===== src/rtl/tsx_pkg.sv =====
package tsx_pkg;
  localparam int SEC_W  = 32;
  localparam int FRAC_W = 32;
  localparam int TOD_W  = SEC_W + FRAC_W;
  localparam int REG_AW = 2;
  localparam int REG_DW = 32;

  typedef struct packed {
    logic [SEC_W-1:0]  sec;
    logic [FRAC_W-1:0] frac;
  } tod_t;

  typedef enum logic [REG_AW-1:0] {
    RA_INCR   = 2'd0,
    RA_PPSERR = 2'd1
  } reg_addr_e;
endpackage


===== src/rtl/tsx_pps_sync.sv =====
module tsx_pps_sync #(
  parameter int STAGES = 2
) (
  input  logic clk,
  input  logic rst,
  input  logic pps_async,
  output logic pps_edge
);
  // chain[0..STAGES-1] resynchronise, chain[STAGES] remembers the last level
  logic [STAGES:0] chain;

  always_ff @(posedge clk) begin
    if (rst) chain[0] <= 1'b0;
    else     chain[0] <= pps_async;
  end

  generate
    for (genvar g = 1; g <= STAGES; g++) begin : g_stage
      always_ff @(posedge clk) begin
        if (rst) chain[g] <= 1'b0;
        else     chain[g] <= chain[g-1];
      end
    end
  endgenerate

  assign pps_edge = chain[STAGES-1] & ~chain[STAGES];

  // a pulse edge lasts a single cycle
  a_r6_one_cycle_edge: assert property (@(posedge clk) disable iff (rst)
    pps_edge |=> !pps_edge);
endmodule


===== src/rtl/tsx_tod_dds.sv =====
module tsx_tod_dds
  import tsx_pkg::*;
#(
  parameter int          SUB_W   = 24,
  parameter int          INC_W   = 32,
  parameter logic [31:0] NOM_INC = 32'd450359963
) (
  input  logic                     clk,
  input  logic                     rst,
  input  logic                     pps_edge,
  input  logic                     inc_wr,
  input  logic [INC_W-1:0]         inc_wdata,
  output logic [INC_W-1:0]         inc_q,
  output tod_t                     tod,
  output logic signed [FRAC_W-1:0] pps_err
);
  localparam int ACC_W = FRAC_W + SUB_W;

  logic [ACC_W-1:0] acc_q;
  logic [SEC_W-1:0] sec_q;
  logic [ACC_W:0]   sum;
  logic [FRAC_W-1:0] frac_now;

  assign frac_now = acc_q[ACC_W-1 -: FRAC_W];
  assign sum      = {1'b0, acc_q} + (ACC_W+1)'(inc_q);

  always_ff @(posedge clk) begin
    if (rst) begin
      acc_q   <= '0;
      sec_q   <= '0;
      inc_q   <= INC_W'(NOM_INC);
      pps_err <= '0;
    end else begin
      if (inc_wr) inc_q <= inc_wdata;
      if (pps_edge) begin
        acc_q   <= '0;
        sec_q   <= sec_q + SEC_W'(frac_now[FRAC_W-1]);
        pps_err <= $signed(frac_now);
      end else begin
        acc_q <= sum[ACC_W-1:0];
        sec_q <= sec_q + SEC_W'(sum[ACC_W]);
      end
    end
  end

  assign tod.sec  = sec_q;
  assign tod.frac = frac_now;

  // seconds step by at most one per clock
  a_r2_sec_step: assert property (@(posedge clk) disable iff (rst)
    (sec_q - $past(sec_q)) <= SEC_W'(1));
  // without a snap, time never runs backwards
  a_r2_forward: assert property (@(posedge clk) disable iff (rst)
    !pps_edge |=> ({sec_q, acc_q} >= $past({sec_q, acc_q})));
  // a snap leaves the accumulator at zero
  a_r4_snap_clears: assert property (@(posedge clk) disable iff (rst)
    pps_edge |=> (acc_q == '0));
  // a written increment is held afterwards
  a_r3_inc_load: assert property (@(posedge clk) disable iff (rst)
    inc_wr |=> (inc_q == $past(inc_wdata)));
  // the error register holds the pre-snap fraction
  a_r5_err_capture: assert property (@(posedge clk) disable iff (rst)
    pps_edge |=> (pps_err == $signed($past(frac_now))));
endmodule


===== src/rtl/tsx_trailer_stream.sv =====
module tsx_trailer_stream
  import tsx_pkg::*;
#(
  parameter int DATA_W = 64
) (
  input  logic              clk,
  input  logic              rst,
  input  tod_t              tod,
  input  logic              s_valid,
  output logic              s_ready,
  input  logic [DATA_W-1:0] s_data,
  input  logic              s_last,
  output logic              m_valid,
  input  logic              m_ready,
  output logic [DATA_W-1:0] m_data,
  output logic              m_last
);
  logic              sop_q;
  logic              trail_q;
  tod_t              hold_q;
  logic              ov_q;
  logic              ol_q;
  logic [DATA_W-1:0] od_q;
  logic              slot_free;
  logic              acc_in;

  assign slot_free = !ov_q || m_ready;
  assign s_ready   = slot_free && !trail_q;
  assign acc_in    = s_valid && s_ready;

  always_ff @(posedge clk) begin
    if (rst) begin
      sop_q   <= 1'b1;
      trail_q <= 1'b0;
      hold_q  <= '0;
      ov_q    <= 1'b0;
      ol_q    <= 1'b0;
      od_q    <= '0;
    end else begin
      if (slot_free) begin
        if (trail_q) begin
          ov_q    <= 1'b1;
          od_q    <= DATA_W'(hold_q);
          ol_q    <= 1'b1;
          trail_q <= 1'b0;
        end else if (s_valid) begin
          ov_q <= 1'b1;
          od_q <= s_data;
          ol_q <= 1'b0;
          if (s_last) trail_q <= 1'b1;
        end else begin
          ov_q <= 1'b0;
        end
      end
      if (acc_in) begin
        sop_q <= s_last;
        if (sop_q) hold_q <= tod;
      end
    end
  end

  assign m_valid = ov_q;
  assign m_data  = od_q;
  assign m_last  = ol_q;

  // a stalled output beat is held
  a_r9_hold: assert property (@(posedge clk) disable iff (rst)
    (m_valid && !m_ready) |=> (m_valid && $stable(m_data) && $stable(m_last)));
  // no intake while a trailer waits
  a_r9_block: assert property (@(posedge clk) disable iff (rst)
    trail_q |-> !s_ready);
  // accepting a final beat schedules a trailer
  a_r7_trailer_due: assert property (@(posedge clk) disable iff (rst)
    (acc_in && s_last) |=> trail_q);
  // the captured time is frozen inside a packet
  a_r8_hold_frozen: assert property (@(posedge clk) disable iff (rst)
    !sop_q |=> $stable(hold_q));
endmodule


===== src/rtl/tsx_stamper.sv =====
module tsx_stamper
  import tsx_pkg::*;
#(
  parameter int          SUB_W       = 24,
  parameter int          INC_W       = 32,
  parameter logic [31:0] NOM_INC     = 32'd450359963,
  parameter int          DATA_W      = 64,
  parameter int          SYNC_STAGES = 2
) (
  input  logic              clk,
  input  logic              rst,
  input  logic              s_valid,
  output logic              s_ready,
  input  logic [DATA_W-1:0] s_data,
  input  logic              s_last,
  output logic              m_valid,
  input  logic              m_ready,
  output logic [DATA_W-1:0] m_data,
  output logic              m_last,
  input  logic              pps_in,
  input  logic              reg_wr,
  input  logic [1:0]        reg_addr,
  input  logic [31:0]       reg_wdata,
  output logic [31:0]       reg_rdata,
  output logic [63:0]       tod_o
);
  logic                     pps_edge;
  logic                     inc_wr;
  logic [INC_W-1:0]         inc_q;
  logic signed [FRAC_W-1:0] pps_err;
  tod_t                     tod;

  assign inc_wr = reg_wr && (reg_addr_e'(reg_addr) == RA_INCR);

  tsx_pps_sync #(.STAGES(SYNC_STAGES)) u_sync (
    .clk(clk), .rst(rst), .pps_async(pps_in), .pps_edge(pps_edge)
  );

  tsx_tod_dds #(.SUB_W(SUB_W), .INC_W(INC_W), .NOM_INC(NOM_INC)) u_dds (
    .clk(clk), .rst(rst), .pps_edge(pps_edge), .inc_wr(inc_wr),
    .inc_wdata(INC_W'(reg_wdata)), .inc_q(inc_q), .tod(tod), .pps_err(pps_err)
  );

  tsx_trailer_stream #(.DATA_W(DATA_W)) u_stream (
    .clk(clk), .rst(rst), .tod(tod),
    .s_valid(s_valid), .s_ready(s_ready), .s_data(s_data), .s_last(s_last),
    .m_valid(m_valid), .m_ready(m_ready), .m_data(m_data), .m_last(m_last)
  );

  always_ff @(posedge clk) begin
    if (rst) reg_rdata <= '0;
    else begin
      case (reg_addr_e'(reg_addr))
        RA_INCR:   reg_rdata <= REG_DW'(inc_q);
        RA_PPSERR: reg_rdata <= pps_err;
        default:   reg_rdata <= '0;
      endcase
    end
  end

  assign tod_o = tod;

  // a write aimed at the error register leaves the increment alone
  a_r5_err_write_ignored: assert property (@(posedge clk) disable iff (rst)
    (reg_wr && reg_addr == 2'd1) |=> $stable(inc_q));
endmodule


===== config.mk =====
export PLATFORM = sky130hd
export DESIGN_NAME = tsx_stamper
export DESIGN_NICKNAME = d
export VERILOG_FILES = /design/src/rtl/tsx_pkg.sv /design/src/rtl/tsx_pps_sync.sv /design/src/rtl/tsx_tod_dds.sv /design/src/rtl/tsx_trailer_stream.sv /design/src/rtl/tsx_stamper.sv
export SDC_FILE = /design/constraint.sdc
export NUM_CORES = 1
export LEC_CHECK = 0
export BUFFER_PORTS_ARGS = -buffer_cell sky130_fd_sc_hd__buf_2
export CAP_MARGIN = 25
export CORE_MARGIN = 4
export CORE_UTILIZATION = 55
export DETAILED_ROUTE_END_ITERATION = 7
export PLACE_DENSITY = 0.77
export SKIP_CTS_REPAIR_TIMING = 1
export SLEW_MARGIN = 20
export SYNTH_ARGS = -nofsm -noshare
export SYNTH_HDL_FRONTEND = slang
export SYNTH_HIERARCHICAL = 1
export SYNTH_SLANG_ARGS = --single-unit

===== constraint.sdc =====
create_clock -name clk -period 5 [get_ports clk]
set_input_delay 0.75 -clock clk [delete_from_list [all_inputs] [get_ports clk]]
set_output_delay 0.75 -clock clk [all_outputs]
set_load 0.02 [all_outputs]

Word level (Yosys, flattened, before mapping)
Cells that the tools add are included.
{"block": "word_totals", "regBits": 319, "latch_bits": 0, "mem_bits_rw": 0, "romBits": 0, "input_bits": 105, "out_inout_bits": 163, "word_cells": 43, "memories": 0}
{"block": "op_classes", "add_sub_neg": 3, "n_mul": 0, "div_mod_pow": 0, "n_lt_le_gt_ge": 0, "n_eq_ne": 1, "shifts": 0, "mux": 11, "n_bitwise": 2, "reduce_logical": 11}
{"operator": "two-way mux 64 bit", "count": 2}
{"operator": "adder 32 x 1 -> 32 bit", "count": 2}
{"operator": "case mux 32 bit (2 select lines)", "count": 1}
{"operator": "adder 56 x 32 -> 57 bit", "count": 1}
{"operator": "two-way mux 32 bit", "count": 1}
{"operator": "two-way mux 1 bit", "count": 7}
{"operator": "AND reduction 2 bit", "count": 2}
{"operator": "logical AND 1 bit", "count": 3}
{"operator": "== test 2 x 1 -> 1 bit (second input constant)", "count": 1}
{"operator": "logical NOT 1 bit", "count": 2}
{"operator": "logical NOT 2 bit", "count": 1}
{"operator": "nonzero test 2 bit", "count": 1}
{"operator": "OR reduction 2 bit", "count": 1}
{"operator": "AND 1 bit", "count": 1}
{"operator": "logical OR 1 bit", "count": 1}
{"operator": "inverter 1 bit", "count": 1}

Longest topological paths before layout
{"block": "logic_depth", "ltp_word": 5, "ltp_mapped": 20}

Hierarchy
The synthesis kept the hierarchy.
{"module": "tsx_tod_dds", "n_inst": 1, "cells_per_inst": 849, "area_per_inst_um2": 7488.4, "seq_area_each_um2": 3042.9}
{"module": "tsx_trailer_stream", "n_inst": 1, "cells_per_inst": 591, "area_per_inst_um2": 6281.0, "seq_area_each_um2": 2642.5}
{"module": "tsx_stamper", "n_inst": 1, "cells_per_inst": 106, "area_per_inst_um2": 1183.6, "seq_area_each_um2": 640.6}
{"module": "tsx_pps_sync", "n_inst": 1, "cells_per_inst": 7, "area_per_inst_um2": 87.6, "seq_area_each_um2": 60.1}

Worst setup path after synthesis
Ideal clock, no wire load.
{"block": "synth_path", "path_type": "reg-to-reg", "from": "register u_dds.inc_q[0]", "to": "register u_dds.sec_q[26]", "arrival_ps": 3584, "t_required_ps": 4872, "slack_ps": 1288, "path_stages_with_launch": 20, "period_less_slack_ps": 3712, "path_cell_list": "dfxtp_1 -> ha_1 -> fa_1 -> a21o_1 -> a211o_1 -> a2111o_1 -> nand3_1 -> and2_1 -> and3_1 -> buf_2 -> nor4_1 -> o21a_1 -> ha_1 -> and3_1 -> clkbuf_1 -> nand2_1 -> nor2_1 -> nand3_1 -> xor2_1 -> nor2_1"}
{"block": "synth_between", "elab_chain_cells": 3}
{"item": "start: declaration", "line": "tsx_tod_dds.sv:13", "rtl": "output logic [INC_W-1:0] inc_q,"}
{"item": "start signal: assignment", "line": "tsx_tod_dds.sv:31", "rtl": "inc_q <= INC_W'(NOM_INC);"}
{"item": "start signal: assignment", "line": "tsx_tod_dds.sv:34", "rtl": "if (inc_wr) inc_q <= inc_wdata;"}
{"item": "adder 56 x 32 -> 57 bit", "line": "tsx_tod_dds.sv:25", "rtl": "assign sum = {1'b0, acc_q} + (ACC_W+1)'(inc_q);"}
{"item": "adder 32 x 1 -> 32 bit", "line": "tsx_tod_dds.sv:41", "rtl": "sec_q <= sec_q + SEC_W'(sum[ACC_W]);"}
{"item": "two-way mux 32 bit", "line": "tsx_tod_dds.sv:35", "rtl": "if (pps_edge) begin"}
{"item": "end signal: assignment", "line": "tsx_tod_dds.sv:37", "rtl": "sec_q <= sec_q + SEC_W'(frac_now[FRAC_W-1]);"}
{"item": "end signal: assignment", "line": "tsx_tod_dds.sv:41"}
{"item": "end: declaration", "line": "tsx_tod_dds.sv:20", "rtl": "logic [SEC_W-1:0] sec_q;"}
No other way between the ends.
A chain may end at the register's enable or synchronous reset.

Final worst setup path
Ends and elaborated chain as after synthesis.

==> results by group <==
STA
  – Final period utilization: 82.47%
  – Worst-Margin Slew: 1.073 ns
  – Worst Clk Skew: 0.01599 ns
  – Setup TNS: 0 ns
  – FMAX: 242.5 MHz
  – RSZ-0062 raised after global routing: false
  – Setup Viol. Count Final: 0
  – Fin. max-slew vios: 0
  – Final min period: 4.123 ns
  – Final Hold Viols: 0
  – Max-slew headroom: 28.45%

Setup path
  – Worst R2R Setup Slack: 0.88 ns
  – Reg-to-reg endpoint: u_dds/sec_q[26]$_SDFF_PP0_
  – Crit path max fanout: 9
  – Worst EP required: 5.35 ns
  – FF-to-FF path depth: 17
  – Setup crit end kind: flop
  – Worst path arrival time: 4.47 ns
  – Worst Setup Path Type: flop to flop
  – Worst Setup SP: u_dds/inc_q[0]$_SDFFE_PP1P_
  – CP Launch Type: flop
  – Reg2reg start: u_dds/inc_q[0]$_SDFFE_PP1P_
  – Crit path to: u_dds/sec_q[26]$_SDFF_PP0_

Detailed routing
  – Iteration count of the initial detailed-routing pass: 5
  – Routed wire per std cell: 18.45 um
  – Initial DRC Count: 866
  – Overall routed net length: 38740 um
  – DR DRC count: 0
  – Vias: 11949
  – DR vias/cell: 5.690
  – Number of routed nets with antenna violations: 0

Power
  – Peak VDD IR: 301.1 uV
  – PD cells: 399.8 nW/um2
  – Pleak: 0.007028 uW

Finish
  – Antenna diode count: 0
  – Layout cell share with drive strength beyond 1: 23.19%
  – Fin cells: 2100
  – Final nets: 1875
  – Synth-to-Final Area Change: 14.87%
  – Fillers: 2204
  – Design Area, Final: 17280 um2

Placed design
  – Buffers on Ports: 267
  – DP HPWL: 27080 um
  – DP Area: 16130 um2
  – Placed cell count: 2040
  – GPL Wtd Cong: 0.9323

CTS
  – H-tree levels: 2
  – CTS buffer count: 34
  – Clock Sinks: 319
  – CTS root buf: clkbuf_16
  – Worst skew pair latency: 0.50 ns
  – CTS tree: done
  – CTS Buffer Depth: 3
  – Clock-pin transition on the worst setup and hold timing paths: 0.06 ns

Synthesis
  – Post-synth EDFFs: 0
  – Largest cells by area after synthesis: dfxtp_1, mux2i_1, nand2b_1, a211oi_2, a21oi_1
  – Ys flop type: dfxtp_1
  – Synth Register Bits: 319
  – Synthesized netlist cell count: 1553
  – Netlist cell types: 63
  – Most numerous cell in the Yosys netlist: dfxtp_1
  – Ys Warns: 6
  – Seq/Total Area, Yosys: 42.46%
  – Syn_nets: 1693
  – Dominant cell type by area after synthesis: dfxtp_1
  – Cell area after synthesis: 15040 um2
  – Asr flop ratio synth: 0%
  – Post-synth top cells: dfxtp_1, mux2i_1, nor2_1
  – Share of the synthesized area in the top cell type: 42.46%
  – Post-Syn Area per Cell: 9.685 um2

Die
  – Core Region: 26950 um2
  – Die area: 30060 um2
  – Initial core utilization: 55.81%
  – Ports: 268
  – Die height: 173.4 um
  – Die extent in x: 173.4 um
  – Row count: 60

GRT
  – Largest net degree at the start of global routing: 213
  – First-pass GRT wire length: 61600 um
  – Vias in the first global route: 11522
  – Initial antenna violation count: 0
  – Gr usage total: 24.56%
  – Total congestion overflow: 0

Job
  – Max_cap viols: 0

Worst hold path
  – Worst hold-check path type: flop to flop

Status
  – Status: finished, final reports clean
## placed cells by master (no fill, tap or decap), drive strengths merged, types with 3 or more instances in the layout
cell type,Yosys,routed
or3,11,11
inv,16,17
nor2,164,164
a31oi,4,4
o41ai,3,3
a21oi,125,125
o21ai,29,29
ha,34,34
xnor2,20,20
nor2b,29,29
nand4,20,20
a211oi,66,66
nand2,48,48
clkinv,0,4
and3,10,10
dfxtp,319,319
or2,4,4
o21bai,4,4
a21o,16,16
and2,10,10
o31ai,9,9
mux2i,205,205
bufinv,0,3
nand3,19,19
a21boi,3,3
or4,11,11
xor2,37,37
o21a,10,10
nand2b,130,130
nor3b,3,3
a211o,21,21
nor3,15,15
buf,88,279
clkbuf,45,50
## kinds of logic after synthesis
kind of cell	synth area share (%)
and+or+nand+nor	16.52
DFF	42.46
AOI/OAI and AO/OA	15.18
muxes	13.64
buffers and inverters	5.915
xor gates and xnor gates	3.319
adders and majority gates	2.962
## critical path, cell delays in order, from the launching register on
cell	delay, ns
dfxtp_1	0.32
ha_1	0.24
fa_1	0.41
a21o_1	0.19
a211o_1	0.32
a2111o_1	0.46
nand3_1	0.10
and2_1	0.21
and3_1	0.34
nor4_1	0.11
o21a_1	0.22
ha_1	0.22
and3_1	0.25
nand2_1	0.14
nor2_1	0.12
nand3_1	0.13
xor2_1	0.16
nor2_1	0.06
## final cells by class
class,count,area (um2),share of cell area (%)
clock buffer,50,1013,5.866
clock inverter,10,133.9,0.7749
sequential,319,6390,36.98
tap,341,426.7,2.469
multi-input combinational,1085,7785,45.06
inverter,16,60.06,0.3476
timing repair buffer,279,1469,8.502
## worst min-delay path by stage
stage                                     startpoint                           end  slack, ns  depth (start not counted)
after floorplan           u_sync/chain[0]$_SDFF_PP0_    u_sync/chain[1]$_SDFF_PP0_       0.41                          1
after global placement    u_sync/chain[0]$_SDFF_PP0_    u_sync/chain[1]$_SDFF_PP0_       0.44                          1
after detailed placement  u_sync/chain[0]$_SDFF_PP0_    u_sync/chain[1]$_SDFF_PP0_       0.43                          1
after CTS                              reg_wdata[13]  u_dds/inc_q[13]$_SDFFE_PP1P_       0.44                          2
after global routing                   reg_wdata[15]  u_dds/inc_q[15]$_SDFFE_PP1P_       0.45                          2
final                     u_sync/chain[0]$_SDFF_PP0_    u_sync/chain[1]$_SDFF_PP0_       0.44                          1
## metrics by stage
step	power (uW)	worst slack (ns)	util, %	hold WS [ns]
2_1_floorplan	4036	1.288	-	0.4138
3_3_place_gp	4344	1.008	59.75	0.4387
3_5_place_dp	4373	0.9326	59.85	0.4335
4_1_cts	6949	0.9146	64.11	0.4355
5_1_grt	7209	0.5771	64.11	0.4497
6_report	6908	0.8766	64.11	0.4449
## report_power, final
| group | switching [uW] | internal [uW] |
|---|---|---|
| clock | 996 | 1560 |
| sequential | 111 | 2710 |
| combinational | 924 | 604 |
| total | 2030 | 4880 |
## per-layer routing
metal	global-route usage (%)	up-vias	part of all wire [%]
met1	34.41	5728	46
met2	39.61	372	45
met3	3.686	65	5.3
li1	-	5784	-
met5	0	-	0
met4	7.150	0	2.7
## registers in the layout, summed over array words and instances, names as in the netlist
register          flops
u_stream/m_last       1
u_stream/hold_q      64
u_dds/acc_q          56
u_sync/chain          3
u_dds/sec_q          32
u_dds/inc_q          32
reg_rdata            32
u_stream/sop_q        1
u_stream/m_data      64
u_dds/pps_err        32
u_stream/trail_q      1
u_stream/m_valid      1
(Power assumes the default switching activity.)
